**src/rtl/evt_irq_pkg.sv**
```systemverilog
package evt_irq_pkg;

  localparam int CTRL_W       = 3;
  localparam int CTRL_EVT_EN  = 0;
  localparam int CTRL_BATT_OK = 1;
  localparam int CTRL_ALM_EN  = 2;

  localparam int NFLAG    = 2;
  localparam int FLAG_EVT = 0;
  localparam int FLAG_ALM = 1;

  localparam int SYNC_STAGES = 2;

  // An event counts when seen, enabled and not blocked by battery gating.
  function automatic logic event_qualifies(input logic seen,
                                           input logic [CTRL_W-1:0] ctrl,
                                           input logic batt);
    return seen && ctrl[CTRL_EVT_EN] && (!batt || ctrl[CTRL_BATT_OK]);
  endfunction

  // Shared line request from flags and enables.
  function automatic logic line_request(input logic [NFLAG-1:0] flags,
                                        input logic [CTRL_W-1:0] ctrl);
    return (flags[FLAG_EVT] && ctrl[CTRL_EVT_EN]) ||
           (flags[FLAG_ALM] && ctrl[CTRL_ALM_EN]);
  endfunction

endpackage

```
**src/rtl/evt_sync.sv**
```systemverilog
module evt_sync #(
  parameter int STAGES = 2
) (
  input  logic clk,
  input  logic rst,
  input  logic d,
  output logic q
);
  logic [STAGES-1:0] chain;

  always_ff @(posedge clk) begin
    if (rst) chain <= '0;
    else     chain <= {chain[STAGES-2:0], d};
  end

  assign q = chain[STAGES-1];
endmodule

```
**src/rtl/evt_ctrl_reg.sv**
```systemverilog
module evt_ctrl_reg
  import evt_irq_pkg::*;
(
  input  logic              clk,
  input  logic              rst,
  input  logic              load,
  input  logic [CTRL_W-1:0] din,
  output logic [CTRL_W-1:0] q
);
  always_ff @(posedge clk) begin
    if (rst)       q <= '0;
    else if (load) q <= din;
  end
endmodule

```
**src/rtl/evt_flag_bank.sv**
```systemverilog
module evt_flag_bank #(
  parameter int N = 2
) (
  input  logic         clk,
  input  logic         rst,
  input  logic [N-1:0] set_vec,
  input  logic [N-1:0] clr_vec,
  output logic [N-1:0] flags
);
  for (genvar i = 0; i < N; i++) begin : g_flag
    always_ff @(posedge clk) begin
      if (rst)             flags[i] <= 1'b0;
      else if (set_vec[i]) flags[i] <= 1'b1;   // set wins over clear
      else if (clr_vec[i]) flags[i] <= 1'b0;
    end
  end
endmodule

```
**src/rtl/evt_irq_ctrl.sv**
```systemverilog
module evt_irq_ctrl
  import evt_irq_pkg::*;
(
  input  logic              clk,
  input  logic              rst,
  input  logic              evt_in,
  input  logic              alarm_strobe,
  input  logic              on_battery,
  input  logic              wr_en,
  input  logic              wr_sel,
  input  logic [CTRL_W-1:0] wr_data,
  output logic [CTRL_W-1:0] ctrl_q,
  output logic [NFLAG-1:0]  status_q,
  output logic              irq_pull_low
);
  logic             evt_seen;
  logic             evt_qual;
  logic             ctrl_load;
  logic [NFLAG-1:0] flag_set;
  logic [NFLAG-1:0] flag_clr;

  evt_sync #(.STAGES(SYNC_STAGES)) u_sync (
    .clk(clk), .rst(rst), .d(evt_in), .q(evt_seen)
  );

  assign ctrl_load = wr_en && !wr_sel;

  evt_ctrl_reg u_ctrl (
    .clk(clk), .rst(rst), .load(ctrl_load), .din(wr_data), .q(ctrl_q)
  );

  assign evt_qual = event_qualifies(evt_seen, ctrl_q, on_battery);

  always_comb begin
    flag_set           = '0;
    flag_set[FLAG_EVT] = evt_qual;
    flag_set[FLAG_ALM] = alarm_strobe;
    flag_clr           = (wr_en && wr_sel) ? wr_data[NFLAG-1:0] : '0;
  end

  evt_flag_bank #(.N(NFLAG)) u_flags (
    .clk(clk), .rst(rst), .set_vec(flag_set), .clr_vec(flag_clr),
    .flags(status_q)
  );

  assign irq_pull_low = line_request(status_q, ctrl_q);
endmodule

```
**config.mk**
```make
export PLATFORM = sky130hd
export DESIGN_NAME = evt_irq_ctrl
export DESIGN_NICKNAME = d
export VERILOG_FILES = /design/src/rtl/evt_irq_pkg.sv /design/src/rtl/evt_sync.sv /design/src/rtl/evt_ctrl_reg.sv /design/src/rtl/evt_flag_bank.sv /design/src/rtl/evt_irq_ctrl.sv
export SDC_FILE = /design/constraint.sdc
export NUM_CORES = 1
export LEC_CHECK = 0
export BUFFER_PORTS_ARGS = -buffer_cell sky130_fd_sc_hd__buf_2
export CAP_MARGIN = 0
export CORE_AREA = 2 2 39 41
export CTS_CLUSTER_SIZE = 24
export DETAILED_ROUTE_END_ITERATION = 7
export DIE_AREA = 0 0 41 43
export GPL_ROUTABILITY_DRIVEN = 0
export HOLD_SLACK_MARGIN = 0.02
export SYNTH_ARGS = -nofsm -noshare
export SYNTH_HDL_FRONTEND = slang
export SYNTH_SLANG_ARGS = --single-unit
```
**constraint.sdc**
```tcl
create_clock -name clk -period 1.03 [get_ports clk]
set_input_delay 0.0515 -clock clk [delete_from_list [all_inputs] [get_ports clk]]
set_output_delay 0.0515 -clock clk [all_outputs]
set_load 0.05 [all_outputs]
```
==> impl_metrics.ini, run 1 <==
[routing]
dr.pass1.iters = 3
vias = 255
drc = 0
first_iter_violations = 1
routed_via_density = 4.11
wl_per_cell_um = 9.60
drt_wl_total_um = 595
antenna_left = 0

[pwr]
p_total_w = 0.000646
irDropWorstVdd_uv = 924
power_leakage_nw = 0.206
cellPowerDensity_mw_per_mm2 = 1510

[worst_setup_path]
crit_arrival_ns = 0.98
path_max_fanout = 3
crit_type = flip-flop to output port
cp.required_ns = 0.98
endpoint_kind = output port
start_kind = flip-flop

[logic_synthesis]
synth_edf_count = 0
synth_ff_type = dfxtp_1
syn_area_per_cell_um2 = 10.6
ys_seq_area_frac = 0.552
synth.most_common_cell = dfxtp_1
netlist.area_leader.share = 0.552
synth_xor_area_frac = 0
synth_area_um2 = 254
yosysWarnings = 0
yosysTopAreaCell = dfxtp_1
yosys.area_share.simple = 0.241
synth_mux_area_frac = 0.118
yosys-top-cells-count = dfxtp_1, nor2_1, mux2i_1
synthAdderAreaFrac = 0
synthesis.nets = 34
yosys-top-cells-area = dfxtp_1, mux2i_1, nor2_1, nor2b_4, nor2b_1
synthCells = 24
synthArstFlopShare = 0
ys_types = 10
synth-compound-area-share = 0.0887
synth_top_family_by_area = simple AND/OR/NAND/NOR gates
ys_ff_latch = 7

[cells_and_area]
final_core_util = 0.308
fin_nets = 57
drive_above_1_share = 0.543
n_antenna_cell = 0
num-fill-cells = 143
area_growth_pct = 68.0

[status]
status = complete, no violations

[placed_design]
portBuffers = 15

[global_routing]
antenna_found_initial = 0
grt_usage = 0.0869
grt_overflow = 0
grt_pass1_vias = 271
grt_pass1_wl_um = 938
grt_max_degree = 8

[floorplanning]
pin_count = 16
num_rows = 14
core_area_mm2 = 0.00138
fp.dieW_um = 41
die_height_um = 43
dieArea_mm2 = 0.00176
initial_core_util = 0.184

[clocking]
cts_buffers = 3
htree_levels = 1
cts_tree = built
clk_pin_slew_ns = 0.05
clock_latency_ns = 0.25
cts.sinks = 7
clock_path_buffers = 2
root_buffer = clkbuf_4

[timing]
hold_viol = 0
fin_crit_ns = 1.03
slew_viol_final = 0
fmax_mhz = 972
setup_violations = 0
rsz0062_at_grt = yes
tightest_slew_ns = 0.254
fin_skew_ns = 0.00247
slew_headroom = 0.832
min_period_over_period = 0.999

[hold_path]
hp-class = input port to flip-flop

[flow_run]
drv_cap = 0
critical path, cell delays in order (launching register included):
cell     delay, ns
dfxtp_2       0.33
a22o_4        0.25
buf_8         0.14
where the power goes:
group	total, W	internal (W)	switching (W)
logic	0.000105	0.0000438	0.0000614
clock network	0.000247	0.000148	0.0000995
registers	0.000293	0.000285	0.00000775
total	0.000646	0.000477	0.000169
per-layer routing:
layer  vias to the layer above  GRT usage  part of all wire
met5                         -          0                 0
met1                       114     0.0852              0.45
li1                        127          -                 -
met4                         0     0.0600                 0
met2                        14      0.116              0.41
met3                         0     0.0733              0.15
cells in the final DEF (no fill, tap or decap):
master and instances:
dfxtp_2 4, nand3_1 2, clkbuf_4 3, a21oi_1 1
mux2i_1 3, dlygate4sd3_1 2, dfxtp_1 3, nor2_1 5
buf_4 1, buf_2 14, clkbuf_1 1, nor2b_1 2
a22o_4 1, nand2b_1 1, nor2b_4 1, a32oi_1 1
buf_8 1
flip-flops by register name, indices dropped and copies added, names as in the netlist:
register / count
u_sync.chain: 2
u_ctrl.q: 3
u_flags.flags: 2
layout make-up:
| class | instances | area, um2 | area share |
|---|---|---|---|
| Sequential cell | 7 | 145 | 0.340 |
| Timing Repair Buffer | 18 | 113 | 0.264 |
| Clock buffer | 4 | 26.3 | 0.0616 |
| Tap cell | 16 | 20.0 | 0.0469 |
| Multi-Input combinational cell | 17 | 123 | 0.287 |
what timing repair did:
item | CTS | global route
setup buffers | 1 | 0
hold buffers | 2 | 0
endpoints found under the setup margin | 1 | 1
endpoints found under the hold margin | 2 | 0
gates resized for setup | 4 | 0
worst paths after layout:
check | slack, ns | start | endpoint | depth (start not counted)
max reg2reg | 0.24 | u_ctrl.q[1]$_SDFFE_PP0P_ | u_flags.flags[0]$_SDFFE_PP0P_ | 3
min | 0.04 | wr_data[2] | u_ctrl.q[2]$_SDFFE_PP0P_ | 3
min reg2reg | 0.43 | u_sync.chain[0]$_SDFF_PP0_ | u_sync.chain[1]$_SDFF_PP0_ | 1
max | 0.001 | u_ctrl.q[0]$_SDFFE_PP0P_ | irq_pull_low | 2
cell families (layout without fill, tap and decap cells):
kind of cell,Yosys count,count (layout)
multiplexers,3,3
AO/OA/AOI/OAI,3,3
flip-flops,7,7
buffers and inverters,0,22
AND/OR/NAND/NOR,11,11
metrics by stage:
| stage | hold slack (ns) | worst slack [ns] | instances | area, um2 | setup TNS [ns] |
|---|---|---|---|---|---|
| final | 0.0417 | 0.00134 | 62 | 427 | 0 |
| after global routing | 0.0451 | -0.0320 | 62 | 427 | -0.0320 |
| after CTS | 0.0357 | -0.00960 | 62 | 427 | -0.00960 |
| after detailed placement | 0.266 | 0.217 | 55 | 355 | 0 |
| after global placement | 0.260 | 0.213 | 55 | 355 | 0 |
| after floorplan | 0.116 | 0.00819 | 24 | 260 | 0 |
Power figures use the tool's default switching activity.
==> run 2, diff against run 1 <==
--- a/config.mk
+++ b/config.mk
@@ -15,4 +15,5 @@
 export HOLD_SLACK_MARGIN = 0.02
 export SYNTH_ARGS = -nofsm -noshare
 export SYNTH_HDL_FRONTEND = slang
+export SYNTH_HIERARCHICAL = 1
 export SYNTH_SLANG_ARGS = --single-unit
==> run 2 against run 1 <==
Against the previous run: sequential power is essentially flat; clock skew shrank 0.0020 ns; highest routed layer unchanged; cell area is 1.2% lower; sequential cell count stayed put; setup slack gained 0.0033 ns; die area is the same; largest power group unchanged.
==> impl_metrics.ini, run 2 <==
[logic_synthesis]
synth_ff_type = dfxtp_1
synth.most_common_cell = dfxtp_1
synth_edf_count = 0
synthCells = 28
netlist.area_leader.share = 0.523
synth_area_um2 = 268
ys_ff_latch = 7
yosysWarnings = 6
synthesis.nets = 38
yosys-top-cells-count = dfxtp_1, inv_1, mux2i_1, nor2_1, nor2b_1
syn_area_per_cell_um2 = 9.56
ys_seq_area_frac = 0.523
yosys-top-cells-area = dfxtp_1, mux2i_1, nor2b_1, and3_1, nand2b_1
synthArstFlopShare = 0
ys_types = 11
yosysTopAreaCell = dfxtp_1

[global_routing]
grt_pass1_wl_um = 945
grt_max_degree = 8
grt_pass1_vias = 236
grt_usage = 0.0845
antenna_found_initial = 0
grt_overflow = 0

[timing]
rsz0062_at_grt = yes
slew_viol_final = 0
fin_crit_ns = 1.03
setup_violations = 0
tightest_slew_ns = 0.324
slew_headroom = 0.784
min_period_over_period = 0.995
hold_viol = 0
fmax_mhz = 975
fin_skew_ns = 0.000460

[clocking]
cts_tree = built
root_buffer = clkbuf_4
cts.sinks = 7
clk_pin_slew_ns = 0.05
clock_path_buffers = 2
cts_buffers = 3
clock_latency_ns = 0.24
htree_levels = 1

[floorplanning]
fp.dieW_um = 41
num_rows = 14
initial_core_util = 0.193
pin_count = 16
die_height_um = 43
dieArea_mm2 = 0.00176
core_area_mm2 = 0.00138

[worst_setup_path]
crit_slowest_cell = dfxtp_2
start_kind = flip-flop
path_max_fanout = 3
slowest_delay_ns = 0.33
endpoint_kind = output port
crit_type = flip-flop to output port
cp.required_ns = 0.98
crit_arrival_ns = 0.97
crit_chain = a22o_4, buf_8
reg2reg_slack_ns = 0.29

[cells_and_area]
multiInputGateArea_um2 = 125
final_core_util = 0.305
layout_commonest_cell = buf_2
largest_register = u_ctrl/q
fin_nets = 59
seqCellArea_um2 = 144
n_antenna_cell = 0
final_cell_mix = buf_2, dfxtp_1
largest_register_ff_count = 3
fin_cells = 64
num-fill-cells = 155
area_growth_pct = 57.5
drive_above_1_share = 0.479
top_regs = u_ctrl/q (3), u_flags/flags (2), u_sync/chain (2)

[placed_design]
portBuffers = 15
dp.final_hpwl_um = 470
placed_cells_incl_taps = 59

[pwr]
cellPowerDensity_mw_per_mm2 = 1500
irDropWorstVdd_uv = 544
power_leakage_nw = 0.205
p_total_w = 0.000632

[routing]
drc = 0
dr.pass1.iters = 3
antenna_left = 0
drt_wl_total_um = 581
wl_per_cell_um = 9.08
first_iter_violations = 3
vias = 253
routed_via_density = 3.95

[flow_run]
drv_cap = 0

[hold_path]
hp-class = input port to flip-flop

[status]
status = complete, no violations
-- run 2: cell types whose count changed after synthesis, sizes merged --
cell	before	now
nor2	5	3
nand3	2	0
inv	0	3
a32oi	1	0
and3	0	2
nand2b	1	2
a21oi	1	3
nand2	0	1
-- run 2: per-layer routing --
metal	track usage	routed length [um]	vias to the layer above
met5	0	0	-
met4	0.0600	0	0
met3	0.0471	62	0
met2	0.109	258	10
met1	0.100	261	113
li1	-	-	130
-- run 2: what timing repair did --
action	CTS	global route
buffers inserted	0	0
hold buffers	1	0
endpoints found under the hold margin	1	0
setup endpoints to repair	1	1
gates resized for setup	4	0
pin swaps	0	0
-- run 2: layout make-up --
type	instances	area share
Clock buffer	4	0.0623
Inverter	3	0.0267
Multi-Input combinational cell	18	0.297
Sequential cell	7	0.341
Tap cell	16	0.0475
Timing Repair Buffer	16	0.226
-- run 2: cells by family after synthesis --
kind of cell,Yosys count,share of synthesized area
AND/OR/NAND/NOR,11,0.220
multiplexers,3,0.112
flip-flops,7,0.523
AO/OA/AOI/OAI,4,0.103
buffers and inverters,3,0.0421
-- run 2: stage by stage --
step           worst slack (ns)  area [um2]  hold WS, ns  setup TNS (ns)
2_1_floorplan           -0.0399         273        0.113         -0.0399
4_1_cts                 -0.0137         422       0.0303         -0.0137
3_3_place_gp              0.204         368        0.268               0
3_5_place_dp              0.197         368        0.271               0
6_report                0.00468         422       0.0362               0
5_1_grt                 -0.0311         422       0.0405         -0.0311
-- run 2: power by group --
group,internal (W),switching (W),total (W)
Combinational,0.0000380,0.0000586,0.0000965
Sequential,0.000285,0.00000909,0.000294
Clock,0.000147,0.0000941,0.000241
-- run 2: path summary, 6_finish.rpt --
check	from	end	cells after the start
worst min-delay path	alarm_strobe	u_flags/flags[1]$_SDFFE_PP0P_	3
worst min register to register	u_sync/chain[0]$_SDFF_PP0_	u_sync/chain[1]$_SDFF_PP0_	1
worst max-delay path	u_flags/flags[0]$_SDFFE_PP0P_	irq_pull_low	2
worst max register to register	u_ctrl/q[0]$_SDFFE_PP0P_	u_flags/flags[0]$_SDFFE_PP0P_	4
-- run 2: critical path: cells and delay by family (launching register included) --
kind,cells,cell delay [ns]
AOI/OAI and AO/OA,1,0.26
DFF,1,0.33
buffers and inverters,1,0.15
